===== config.mk =====
export PLATFORM = sky130hd
export DESIGN_NAME = alu8_core
export DESIGN_NICKNAME = d
export VERILOG_FILES = /design/src/rtl/alu8_pkg.sv /design/src/rtl/alu8_arith.sv /design/src/rtl/alu8_step.sv /design/src/rtl/alu8_accx.sv /design/src/rtl/alu8_core.sv
export SDC_FILE = /design/constraint.sdc
export NUM_CORES = 1
export LEC_CHECK = 0
export ABC_CLOCK_PERIOD_IN_PS = 4100
export BUFFER_PORTS_ARGS = -buffer_cell sky130_fd_sc_hd__buf_2
export CORE_AREA = 2 2 81 83
export CTS_CLUSTER_DIAMETER = 200
export DETAILED_ROUTE_END_ITERATION = 8
export DIE_AREA = 0 0 83 85
export PLACE_DENSITY = 0.81
export SYNTH_ARGS = -nofsm -noshare
export SYNTH_HDL_FRONTEND = slang
export SYNTH_HIERARCHICAL = 1
export SYNTH_SLANG_ARGS = --single-unit

===== constraint.sdc =====
create_clock -name clk -period 4.1 [get_ports clk]
set_input_delay 0.82 -clock clk [delete_from_list [all_inputs] [get_ports clk]]
set_output_delay 0.82 -clock clk [all_outputs]
set_load 0.03 [all_outputs]

===== src/rtl/alu8_pkg.sv =====
package alu8_pkg;

    localparam int DW    = 8;
    localparam int NIB   = 4;
    localparam int FW    = 4;
    localparam int SELW  = 3;
    localparam int GRPW  = 2;

    typedef enum logic [SELW-1:0] {
        OP_ADD = 3'd0,
        OP_ADC = 3'd1,
        OP_SUB = 3'd2,
        OP_SBC = 3'd3,
        OP_AND = 3'd4,
        OP_XOR = 3'd5,
        OP_OR  = 3'd6,
        OP_CP  = 3'd7
    } alu_op_e;

    typedef enum logic [GRPW-1:0] {
        GRP_ALU  = 2'd0,
        GRP_STEP = 2'd1,
        GRP_ACC  = 2'd2,
        GRP_RSV  = 2'd3
    } grp_e;

    typedef enum logic [SELW-1:0] {
        ACC_BCD  = 3'd0,
        ACC_INV  = 3'd1,
        ACC_SETC = 3'd2,
        ACC_FLPC = 3'd3
    } acc_op_e;

    typedef struct packed {
        logic z;
        logic n;
        logic h;
        logic c;
    } flags_t;

    typedef struct packed {
        logic [DW-1:0] value;
        flags_t        fl;
    } alu_out_t;

    function automatic flags_t flags_from_byte(input logic [DW-1:0] b);
        flags_t f;
        f.z = b[DW-1];
        f.n = b[DW-2];
        f.h = b[DW-3];
        f.c = b[DW-4];
        return f;
    endfunction

    function automatic logic [DW-1:0] flags_to_byte(input flags_t f);
        return {f.z, f.n, f.h, f.c, {(DW-FW){1'b0}}};
    endfunction

    function automatic logic all_zero(input logic [DW-1:0] v);
        return (v == '0);
    endfunction

endpackage


===== src/rtl/alu8_arith.sv =====
module alu8_arith
    import alu8_pkg::*;
#(
    parameter int W = alu8_pkg::DW
) (
    input  alu_op_e        op,
    input  logic [W-1:0]   a,
    input  logic [W-1:0]   b,
    input  logic           c_in,
    output logic [W-1:0]   y,
    output flags_t         fl
);
    logic           use_c;
    logic [W:0]     cin_w;
    logic [W:0]     sum_w;
    logic [W:0]     dif_w;
    logic [NIB:0]   hsum;
    logic [NIB:0]   hdif;

    always_comb begin
        use_c = ((op == OP_ADC) || (op == OP_SBC)) ? c_in : 1'b0;
        cin_w = {{W{1'b0}}, use_c};
        sum_w = {1'b0, a} + {1'b0, b} + cin_w;
        dif_w = {1'b0, a} - {1'b0, b} - cin_w;
        hsum  = {1'b0, a[NIB-1:0]} + {1'b0, b[NIB-1:0]} + {{NIB{1'b0}}, use_c};
        hdif  = {1'b0, a[NIB-1:0]} - {1'b0, b[NIB-1:0]} - {{NIB{1'b0}}, use_c};
    end

    always_comb begin
        y  = a;
        fl = '0;
        unique case (op)
            OP_ADD, OP_ADC: begin
                y    = sum_w[W-1:0];
                fl.c = sum_w[W];
                fl.h = hsum[NIB];
                fl.n = 1'b0;
                fl.z = all_zero(sum_w[W-1:0]);
            end
            OP_SUB, OP_SBC, OP_CP: begin
                y    = (op == OP_CP) ? a : dif_w[W-1:0];
                fl.c = dif_w[W];
                fl.h = hdif[NIB];
                fl.n = 1'b1;
                fl.z = all_zero(dif_w[W-1:0]);
            end
            OP_AND: begin
                y    = a & b;
                fl.h = 1'b1;
                fl.z = all_zero(a & b);
            end
            OP_XOR: begin
                y    = a ^ b;
                fl.z = all_zero(a ^ b);
            end
            OP_OR: begin
                y    = a | b;
                fl.z = all_zero(a | b);
            end
            default: begin
                y  = a;
                fl = '0;
            end
        endcase
    end
endmodule


===== src/rtl/alu8_step.sv =====
module alu8_step
    import alu8_pkg::*;
#(
    parameter int W = alu8_pkg::DW
) (
    input  logic           dec,
    input  logic [W-1:0]   b,
    input  logic           c_in,
    output logic [W-1:0]   y,
    output flags_t         fl
);
    logic [W-1:0] up;
    logic [W-1:0] down;

    always_comb begin
        up   = b + {{(W-1){1'b0}}, 1'b1};
        down = b - {{(W-1){1'b0}}, 1'b1};
        fl.c = c_in;
        if (dec) begin
            y    = down;
            fl.n = 1'b1;
            fl.h = (b[NIB-1:0] == '0);
            fl.z = all_zero(down);
        end else begin
            y    = up;
            fl.n = 1'b0;
            fl.h = (up[NIB-1:0] == '0);
            fl.z = all_zero(up);
        end
    end
endmodule


===== src/rtl/alu8_accx.sv =====
module alu8_accx
    import alu8_pkg::*;
#(
    parameter int W = alu8_pkg::DW
) (
    input  logic [SELW-1:0] sel,
    input  logic [W-1:0]    a,
    input  flags_t          fin,
    output logic [W-1:0]    y,
    output flags_t          fl
);
    localparam int XW = W + 2;
    localparam logic [XW-1:0] LO_FIX  = XW'(6);
    localparam logic [XW-1:0] HI_FIX  = XW'(96);
    localparam logic [XW-1:0] HI_LIM  = XW'(159);
    localparam logic [NIB-1:0] DIG_MAX = NIB'(9);

    logic [XW-1:0] v1;
    logic [XW-1:0] v2;
    logic [W-1:0]  lo_sub;

    always_comb begin
        lo_sub = a - W'(6);
        if (fin.n) begin
            v1 = fin.h ? {2'b00, lo_sub} : {2'b00, a};
            v2 = fin.c ? (v1 - HI_FIX) : v1;
        end else begin
            v1 = (fin.h || (a[NIB-1:0] > DIG_MAX)) ? ({2'b00, a} + LO_FIX) : {2'b00, a};
            v2 = (fin.c || (v1 > HI_LIM)) ? (v1 + HI_FIX) : v1;
        end
    end

    always_comb begin
        y  = a;
        fl = fin;
        case (acc_op_e'(sel))
            ACC_BCD: begin
                y    = v2[W-1:0];
                fl.h = 1'b0;
                fl.c = fin.c | v2[W];
                fl.z = all_zero(v2[W-1:0]);
            end
            ACC_INV: begin
                y    = ~a;
                fl.h = 1'b1;
                fl.n = 1'b1;
            end
            ACC_SETC: begin
                fl.c = 1'b1;
                fl.h = 1'b0;
                fl.n = 1'b0;
            end
            ACC_FLPC: begin
                fl.c = ~fin.c;
                fl.h = 1'b0;
                fl.n = 1'b0;
            end
            default: begin
                y  = a;
                fl = fin;
            end
        endcase
    end
endmodule


===== src/rtl/alu8_core.sv =====
module alu8_core
    import alu8_pkg::*;
(
    input  logic             clk,
    input  logic             rst,
    input  logic [GRPW-1:0]  grp_i,
    input  logic [SELW-1:0]  sel_i,
    input  logic [DW-1:0]    acc_i,
    input  logic [DW-1:0]    opnd_i,
    input  logic [DW-1:0]    flags_i,
    output logic [DW-1:0]    res_o,
    output logic [DW-1:0]    flags_o
);
    flags_t       fin;
    alu_out_t     u_ar, u_st, u_ax, nxt;
    logic [DW-1:0] ar_y, st_y, ax_y;
    flags_t       ar_f, st_f, ax_f;
    logic [DW-1:0] res_q;
    flags_t       fl_q;

    assign fin = flags_from_byte(flags_i);

    alu8_arith #(.W(DW)) u_arith (
        .op   (alu_op_e'(sel_i)),
        .a    (acc_i),
        .b    (opnd_i),
        .c_in (fin.c),
        .y    (ar_y),
        .fl   (ar_f)
    );

    alu8_step #(.W(DW)) u_step (
        .dec  (sel_i[0]),
        .b    (opnd_i),
        .c_in (fin.c),
        .y    (st_y),
        .fl   (st_f)
    );

    alu8_accx #(.W(DW)) u_accx (
        .sel  (sel_i),
        .a    (acc_i),
        .fin  (fin),
        .y    (ax_y),
        .fl   (ax_f)
    );

    always_comb begin
        u_ar = '{value: ar_y, fl: ar_f};
        u_st = '{value: st_y, fl: st_f};
        u_ax = '{value: ax_y, fl: ax_f};
        unique case (grp_e'(grp_i))
            GRP_ALU:  nxt = u_ar;
            GRP_STEP: nxt = u_st;
            GRP_ACC:  nxt = u_ax;
            default:  nxt = '{value: acc_i, fl: fin};
        endcase
    end

    always_ff @(posedge clk) begin
        if (rst) begin
            res_q <= '0;
            fl_q  <= '0;
        end else begin
            res_q <= nxt.value;
            fl_q  <= nxt.fl;
        end
    end

    assign res_o   = res_q;
    assign flags_o = flags_to_byte(fl_q);

    // the low nibble of the flag byte never carries information
    p_low_nibble_zero_r12: assert property (@(posedge clk) disable iff (rst)
        flags_o[FW-1:0] == '0);

    // compare leaves the accumulator on the result port
    p_cp_keeps_acc_r6: assert property (@(posedge clk) disable iff (rst)
        (!$past(rst) && $past(grp_i) == GRP_ALU && $past(sel_i) == OP_CP)
        |-> (res_o == $past(acc_i)));

    // increment and decrement carry C through
    p_step_keeps_c_r7: assert property (@(posedge clk) disable iff (rst)
        (!$past(rst) && $past(grp_i) == GRP_STEP)
        |-> (flags_o[DW-4] == $past(flags_i[DW-4])));

    // set carry forces C and clears H and N
    p_setc_r10: assert property (@(posedge clk) disable iff (rst)
        (!$past(rst) && $past(grp_i) == GRP_ACC && $past(sel_i) == ACC_SETC)
        |-> (flags_o[DW-4] && !flags_o[DW-3] && !flags_o[DW-2]));

    // logic operations never report a carry
    p_logic_no_carry_r5: assert property (@(posedge clk) disable iff (rst)
        (!$past(rst) && $past(grp_i) == GRP_ALU && $past(sel_i) >= OP_AND && $past(sel_i) <= OP_OR)
        |-> (!flags_o[DW-4] && !flags_o[DW-2]));

    // for results written back, Z agrees with the result
    p_zero_matches_r3: assert property (@(posedge clk) disable iff (rst)
        (!$past(rst) && $past(grp_i) == GRP_ALU && $past(sel_i) != OP_CP)
        |-> (flags_o[DW-1] == (res_o == '0)));

    // reserved group passes the accumulator through
    p_reserved_pass_r11: assert property (@(posedge clk) disable iff (rst)
        (!$past(rst) && $past(grp_i) == GRP_RSV)
        |-> (res_o == $past(acc_i)));
endmodule


== Yosys cells after proc, flatten, opt, wreduce, memory -nomap -nowiden ==
Index checks and enable logic that the tools add are counted.
Word-level totals
  bits in latches: 0
  register bits: 12
  bits in read-only memories: 0
  memories kept: 0
  bits of input ports: 31
  bits in writable memories: 0
Operators by class
  muxes and demuxes: 20
  bitwise logic cells: 6
  $mul: 0
  add/subtract/negate cells: 14
  shift-type cells: 0
  equal/unequal tests: 9
  order comparisons: 2
  reduce and logical (&&, ||, !) cells: 19
  div/mod/pow operators: 0
Operators with widths (number)
  $logic_not A8 Y1: 8
  $pmux W8 S5: 1
  $mux W9: 4
  $pmux W12 S3: 1
  $mux W8: 3
  $pmux W8 S2: 1
  $eq A3 B3 Y1 const B: 4
  $gt A10 B8 Y1 const B: 1
  $add A8 B3 Y9 const B: 1
  $add A8 B8 Y9: 1
  $add A9 B1 Y9: 1
  $add A9 B7 Y9 const B: 1
  $sub A8 B8 Y9: 1
  $sub A9 B1 Y9: 1
  $sub A9 B7 Y9 const B: 1
  $add A8 B1 Y8 const B: 1
  $and A8 B8 Y8: 1
  $logic_not A4 Y1: 2
  $not A8 Y8: 1
  $or A8 B8 Y8: 1
  $sub A8 B1 Y8 const B: 1
  $sub A8 B3 Y8 const B: 1
  $xor A8 B8 Y8: 1
  $eq A3 B2 Y1 const B: 2
  20 further kinds: 29

== Depth between registers and ports, before layout ==
Gate-level depths: netlist of the first run.
  depth after elaboration: 10
  depth in mapped cells: 15
  mapped depth without buffers: 14

== Modules after synthesis ==
The synthesis of the first run kept the hierarchy.
By module, submodules not included
  alu8_arith: area each 1542.7 µm², times used 1, cells each 214, seq. area each 0.0 µm²
  alu8_accx: area each 907.1 µm², times used 1, cells each 142, seq. area each 0.0 µm²
  alu8_core: area each 659.4 µm², times used 1, cells each 60, seq. area each 240.2 µm²
  alu8_step: area each 495.5 µm², times used 1, cells each 72, seq. area each 0.0 µm²

== Worst setup path after synthesis of the first run ==
OpenSTA, ideal clock, no wires.
  path type: input to register
  from: input sel_i[0]
  to: register fl_q, in the netlist flags_o[7]
  path slack: 558 ps
  arrival time: 3467 ps
  setup time: 75 ps
  stages: 13
  required time: 4025 ps
  buffers on the path: 2
  cells stage by stage: buf_4 > clkbuf_1 > nand3_1 > fa_1 > fa_1 > o21a_1 > nor2_4 > xor2_1 > nand3_1 > or4b_1 > nand3_1 > mux2i_1 > o22ai_1
RTL lines
  start, declared: line alu8_core.sv:7  | input logic [SELW-1:0] sel_i,
  end signal, assigned: line alu8_core.sv:66  | fl_q <= nxt.fl;
  end, declared: line alu8_core.sv:19  | flags_t fl_q;

== Worst setup path after layout of the first run ==
  from: input sel_i[2]
  to: register res_q[6] (netlist: res_o[6])
Between the ends
  longest elaborated chain between the ends: 7
  elaborated cells between the ends (all ways): 18
  classes of those cells: add/sub (2); eq/ne (7); mux (5); reduce/logical (4)
RTL lines
  $eq A3 B1 Y1 or $eq A3 B2 Y1 (tied branches): line alu8_arith.sv:21, alu8_arith.sv:32
  $logic_or A1 B1 Y1: line alu8_arith.sv:21  | use_c = ((op == OP_ADC) || (op == OP_SBC)) ? c_in : 1'b0;
  $mux W1: line alu8_arith.sv:21
  $sub A9 B1 Y9: line alu8_arith.sv:24  | dif_w = {1'b0, a} - {1'b0, b} - cin_w;
  $mux W8: line alu8_arith.sv:41  | y = (op == OP_CP) ? a : dif_w[W-1:0];
  $pmux W8 S5 (*): line alu8_arith.sv:32  | unique case (op)
  net ar_y[6]: line alu8_core.sv:16  | logic [DW-1:0] ar_y, st_y, ax_y;
  $pmux W12 S3 (*): line alu8_core.sv:52  | unique case (grp_e'(grp_i))
  end signal, assigned: line alu8_core.sv:65  | res_q <= nxt.value;
  end, declared: line alu8_core.sv:18  | logic [DW-1:0] res_q;
Mark *: on every way through the listed nets, which the timed path passes. The rest lies on a longest branch.
A chain may end at the register's enable or synchronous reset.

==> results of run 1 <==
-- layout by cell type (no fill, tap or decap), types with 3 or more instances in the layout --
cell type and instances:
dfxtp_1 12, a211oi_1 5, buf_4 9, buf_2 38, xor2_1 12, nor4_1 5, clkbuf_8 4, o31ai_1 3
a211o_1 4, xnor2_1 21, and3_1 5, o2bb2ai_1 3, inv_1 41, mux2i_1 30, o22ai_1 16, nor3_1 11
nor3b_1 3, a31oi_1 6, o32a_1 3, nand3_1 11, o311ai_0 3, nand4_1 6, conb_1 4, o21a_1 3
o211ai_1 3, ha_1 39, a21o_1 5, a21boi_0 3, a21oi_1 29, o21ai_0 22, o21ai_1 3, nand2_1 45
fa_1 4, nor2_1 30, nor2b_1 8, nand2b_1 4
-- cells by family after synthesis --
kind of cell / share of synthesized area, %
AND/OR/NAND/NOR: 23.7
multiplexers: 9.27
AO/OA/AOI/OAI: 25.3
buffers and inverters: 11.1
adder cells (fa/ha/maj): 15.8
XOR/XNOR: 8.02
other: 0.104
flip-flops: 6.66
-- synth_stat cells, types with 12 or more instances --
cell	number
a21oi_1	29
clkbuf_1	14
dfxtp_1	12
ha_1	39
inv_1	41
mux2i_1	30
nand2_1	45
nor2_1	30
o21ai_0	22
o22ai_1	16
xnor2_1	21
xor2_1	12
-- state kept, by name, summed over array words and instances (netlist names) --
signal / flops
res_o: 8
flags_o: 4
-- routing by layer --
layer	wire length, um	share of wire (%)
met1	4560	44
met2	4670	46
met3	835	8.1
met4	191	1.9
met5	0	0
-- report_power, final --
group          internal, mW  switching (mW)
clock                0.0848          0.0431
sequential            0.128         0.00216
combinational         0.192           0.314
total                 0.404           0.359
-- worst max-delay path: stages --
cell and delay (ps):
buf_2 100, inv_1 50, nand3_1 130, inv_1 70, fa_1 420, fa_1 440
and3_1 180, o21ai_0 300, a21o_1 180, o311ai_0 210, a21boi_0 230, o22a_1 160
mux2i_1 100, o22ai_1 210
-- worst max-delay path by stage --
stage	from	endpoint	slack (ps)	depth (start not counted)
6_report	sel_i[2]	res_o[6]	650	14
5_1_grt	sel_i[2]	res_o[6]	470	14
4_1_cts	sel_i[2]	res_o[6]	730	14
3_5_place_dp	sel_i[2]	flags_o[7]	490	13
3_3_place_gp	sel_i[2]	flags_o[7]	460	13
2_1_floorplan	sel_i[0]	flags_o[7]	560	13
-- area by class of cell --
| cell class | count | area [um^2] | area share [%] |
|---|---|---|---|
| clock buffers | 4 | 55.1 | 1.46 |
| inverters | 41 | 154 | 4.07 |
| multi-input cells | 398 | 2980 | 78.7 |
| flip-flops and latches | 12 | 240 | 6.36 |
| well taps | 77 | 96.3 | 2.55 |
| repair buffers | 47 | 258 | 6.82 |
==> flow_summary.json, run 1 <==
{
  "met2_usage_pct": 44.6,
  "dp.final_hpwl_um": 7860,
  "p_per_area_mw_per_mm2": 202,
  "dp.cells": 575,
  "holdBufCountCts": 0,
  "layout-drive-gt1-share_pct": 14.3,
  "grt_usage_pct": 28.1,
  "grt_pass1_wl_um": 16600,
  "synth_seq_cells": 12,
  "setup_ws_ps": 649,
  "fill_cells": 592,
  "ys.flop_type": "dfxtp_1",
  "hold_depth": 3,
  "final.setup.tns_ps": 0,
  "io_pins": 47,
  "hold_viol_final": 0,
  "seq_area_frac_synth_pct": 6.66,
  "ant_nets": 0,
  "worstSetupPathType": "in2reg",
  "worstPathRequired_ps": 4260,
  "min_period_ps": 3450,
  "postSynth.asyncResetShare_pct": 0,
  "cts_tree": "yes",
  "total_power_uw": 763,
  "ys_types": 82,
  "cts_buffer_depth": 2,
  "hold_slack_ps": 913,
  "initialDrtViolationCount": 566,
  "tightest_slew_ps": 716,
  "status": "finished, final reports clean",
  "power.leakage_nw": 1.73,
  "clockRootBuffer": "clkbuf_8",
  "area_delta_synth_final_pct": 4.82,
  "route.detailed.drc": 0,
  "chipHeight_um": 85,
  "antenna_cells": 0,
  "cts_buffers": 3,
  "routabilityCongestion": 1.01,
  "port_buffers": 38,
  "synth_area_per_cell_um2": 7.39,
  "crit_path_end_kind": "register",
  "setup_viol": 0,
  "peakVddDrop_mv": 0.222,
  "post-place-ws_ps": 493,
  "fmax_ghz": 0.290,
  "wl_per_cell_um": 17.7,
  "crit_arrival_ps": 3610,
  "htreeDepth": 1,
  "fin_cells": 579,
  "min_to": "flags_o[7]",
  "busiest_layer": "met2",
  "holdCritPathClass": "in2reg",
  "globalRoute.totalOverflow": 0,
  "placed_area_mm2": 0.00372,
  "worstHoldStart": "flags_i[7]",
  "yosys_warnings": 6,
  "routed_via_density": 6.45,
  "syn_inst": 488,
  "slew_violations": 0,
  "synth_area_mm2": 0.00360,
  "clkTransAtPathRegs_ps": 50,
  "cts.sinks": 12,
  "first_pass_iters": 5,
  "met1_usage_pct": 40.9,
  "synth_area_leaders": "ha_1 (14%), mux2i_1 (8.3%), dfxtp_1 (6.7%)",
  "rsz0062_at_grt": "no",
  "grt_pass1_vias": 3318,
  "cts_setup_buffers": 0,
  "fp.coreArea_mm2": 0.00620,
  "grtUsageMet3_pct": 2.82,
  "synth_top_area_share_pct": 13.5,
  "timing.final.crit_share_pct": 84.2,
  "design_area_mm2": 0.00378,
  "yosys.area.top_type": "ha_1",
  "die_w_um": 83,
  "initial_core_util_pct": 58.1,
  "fin_util_pct": 60.9,
  "die_area_mm2": 0.00706,
  "vias": 3733,
  "crit_path_max_fanout": 2,
  "antenna_found_initial": 0,
  "cts_resized": 0,
  "wirelength_um": 10200,
  "max-slew-margin-rel_pct": 52.3,
  "grt_max_degree": 47,
  "crit_path_start_kind": "input port",
  "cap_violations": 0,
  "nets": 577,
  "rows": 29,
  "synth_edf_count": 0
}
(Power assumes the default switching activity.)
==> run 2, diff against run 1 <==
Settings changed: ABC_CLOCK_PERIOD_IN_PS 4100 to 3300.
Clock period 4.1 ns to 3.3 ns, I/O delays scaled along.
==> run 2 against run 1 <==
Compared with the run above:
- core utilization rose by 5.6 points
- sequential share of layout area fell by 0.54 points
- setup slack got worse by 540 ps
- critical endpoint is now flags_o[7]
- global-route usage rose by 2.0 points
- non-clock buffer count rose by 39
- final area rose by 9.3%
- largest power group unchanged
- die area did not move
- count of clock-buffer cells in the layout did not move
==> flow_summary.json, run 2 (synthesis gave the netlist of run 1 again) <==
{
  "status": "finished, final reports clean",
  "mostFrequentLayoutCells": "buf_4 (47), nand2_1 (45), inv_1 (41)",
  "io_pins": 47,
  "nets": 616,
  "antenna_found_initial": 0,
  "vias": 3917,
  "globalRoute.totalOverflow": 0,
  "pwr-share-clk_pct": 15.3,
  "cts.sinks": 12,
  "hold_slack_ps": 736,
  "crit_path_start_kind": "input port",
  "worstPathRequired_ps": 3460,
  "post-place-ws_ps": -188,
  "ant_nets": 0,
  "intPower_uw": 570,
  "power_frac_seq_pct": 15.6,
  "p_sw_share_pct": 45.2,
  "grt_pass1_vias": 3574,
  "initialDrtViolationCount": 583,
  "crit_arrival_ps": 3350,
  "holdCritPathClass": "in2reg",
  "initial_core_util_pct": 58.1,
  "cpLargestDelayFamily": "simple AND/OR/NAND/NOR gates",
  "setup_viol": 0,
  "layout-drive-gt1-share_pct": 22.4,
  "placed_area_mm2": 0.00403,
  "min_period_ps": 3190,
  "first_pass_iters": 6,
  "final.setup.tns_ps": 0,
  "routabilityCongestion": 0.976,
  "multi_input_area_mm2": 0.00302,
  "port_buffers": 38,
  "worstSetupPathType": "in2reg",
  "holdBufCountCts": 0,
  "clockRootBuffer": "clkbuf_8",
  "htreeDepth": 1,
  "wirelength_um": 10900,
  "crit_path_end_kind": "register",
  "peakVddDrop_mv": 0.284,
  "critPathMaxStageDelay_ps": 580,
  "area_delta_synth_final_pct": 14.5,
  "fmax_ghz": 0.314,
  "antenna_cells": 0,
  "grt_max_degree": 47,
  "cap_violations": 0,
  "wl_per_cell_um": 17.7,
  "register_area_um2": 240,
  "grt_pass1_wl_um": 17800,
  "rows": 29,
  "comb_power_share_pct": 69.2,
  "route.detailed.drc": 0,
  "netSwitchingPower_uw": 471,
  "largest_reg_flops": 8,
  "critical_path.cell_chain": "buf_2, inv_1, nand3_2, inv_1, fa_1, ha_1, xor2_1, nor4_1, nand3_1, or4b_4, nand3_1, mux2i_1, o22ai_1",
  "setup_ws_ps": 112,
  "design_area_mm2": 0.00413,
  "tightest_slew_ps": 708,
  "routed_via_density": 6.34,
  "total_power_mw": 1.04,
  "slew_violations": 0,
  "fill_cells": 527,
  "crit_path_max_fanout": 3,
  "cts_buffers": 3,
  "slowest_stage": "fa_1",
  "cts_buffer_depth": 2,
  "layout_commonest_cell": "buf_4",
  "chipHeight_um": 85,
  "die_area_mm2": 0.00706,
  "dp.final_hpwl_um": 8550,
  "die_w_um": 83,
  "clkTransAtPathRegs_ps": 50,
  "cts_resized": 0,
  "hold_viol_final": 0,
  "rsz0062_at_grt": "no",
  "timing.final.crit_share_pct": 96.6,
  "cts_setup_buffers": 0,
  "p_per_area_mw_per_mm2": 252,
  "cts_tree": "yes",
  "worst-path-buf-inv": 3,
  "power.leakage_nw": 1.93,
  "fp.coreArea_mm2": 0.00620,
  "grt_usage_pct": 30.2,
  "max-slew-margin-rel_pct": 52.8
}
## run 2: layout make-up
class | instances | share of cell area, %
Tap cell | 77 | 2.33
Inverter | 41 | 3.73
Clock buffer | 4 | 1.33
Timing Repair Buffer | 86 | 13.6
Sequential cell | 12 | 5.82
Multi-Input combinational cell | 398 | 73.2
## run 2: per-layer routing
layer | track usage, % | vias up | wire length (um)
li1 | - | 1849 | -
met1 | 43.8 | 1846 | 4830
met2 | 49.7 | 208 | 4930
met3 | 2.92 | 14 | 994
met4 | 4.17 | 0 | 150
met5 | 0 | - | 0
## run 2: through the flow
stage	std cells	utilization, %
2_1_floorplan	491	-
3_3_place_gp	614	64.9
3_5_place_dp	614	64.9
4_1_cts	618	65.8
5_1_grt	618	66.5
6_report	618	66.5
## run 2: worst paths after layout
path  startpoint          to  slack, ps  depth (start not counted)
max     sel_i[2]  flags_o[7]        110                         13
min   flags_i[7]  flags_o[7]        740                          3
## run 2: power groups by stage
stage / sequential [mW] / clock (mW) / combinational (mW)
after detailed placement: 0.165 / 0 / 0.689
after floorplan: 0.194 / 0 / 0.442
after global routing: 0.163 / 0.168 / 0.778
final: 0.162 / 0.159 / 0.720
after CTS: 0.162 / 0.159 / 0.693
after global placement: 0.165 / 0 / 0.672
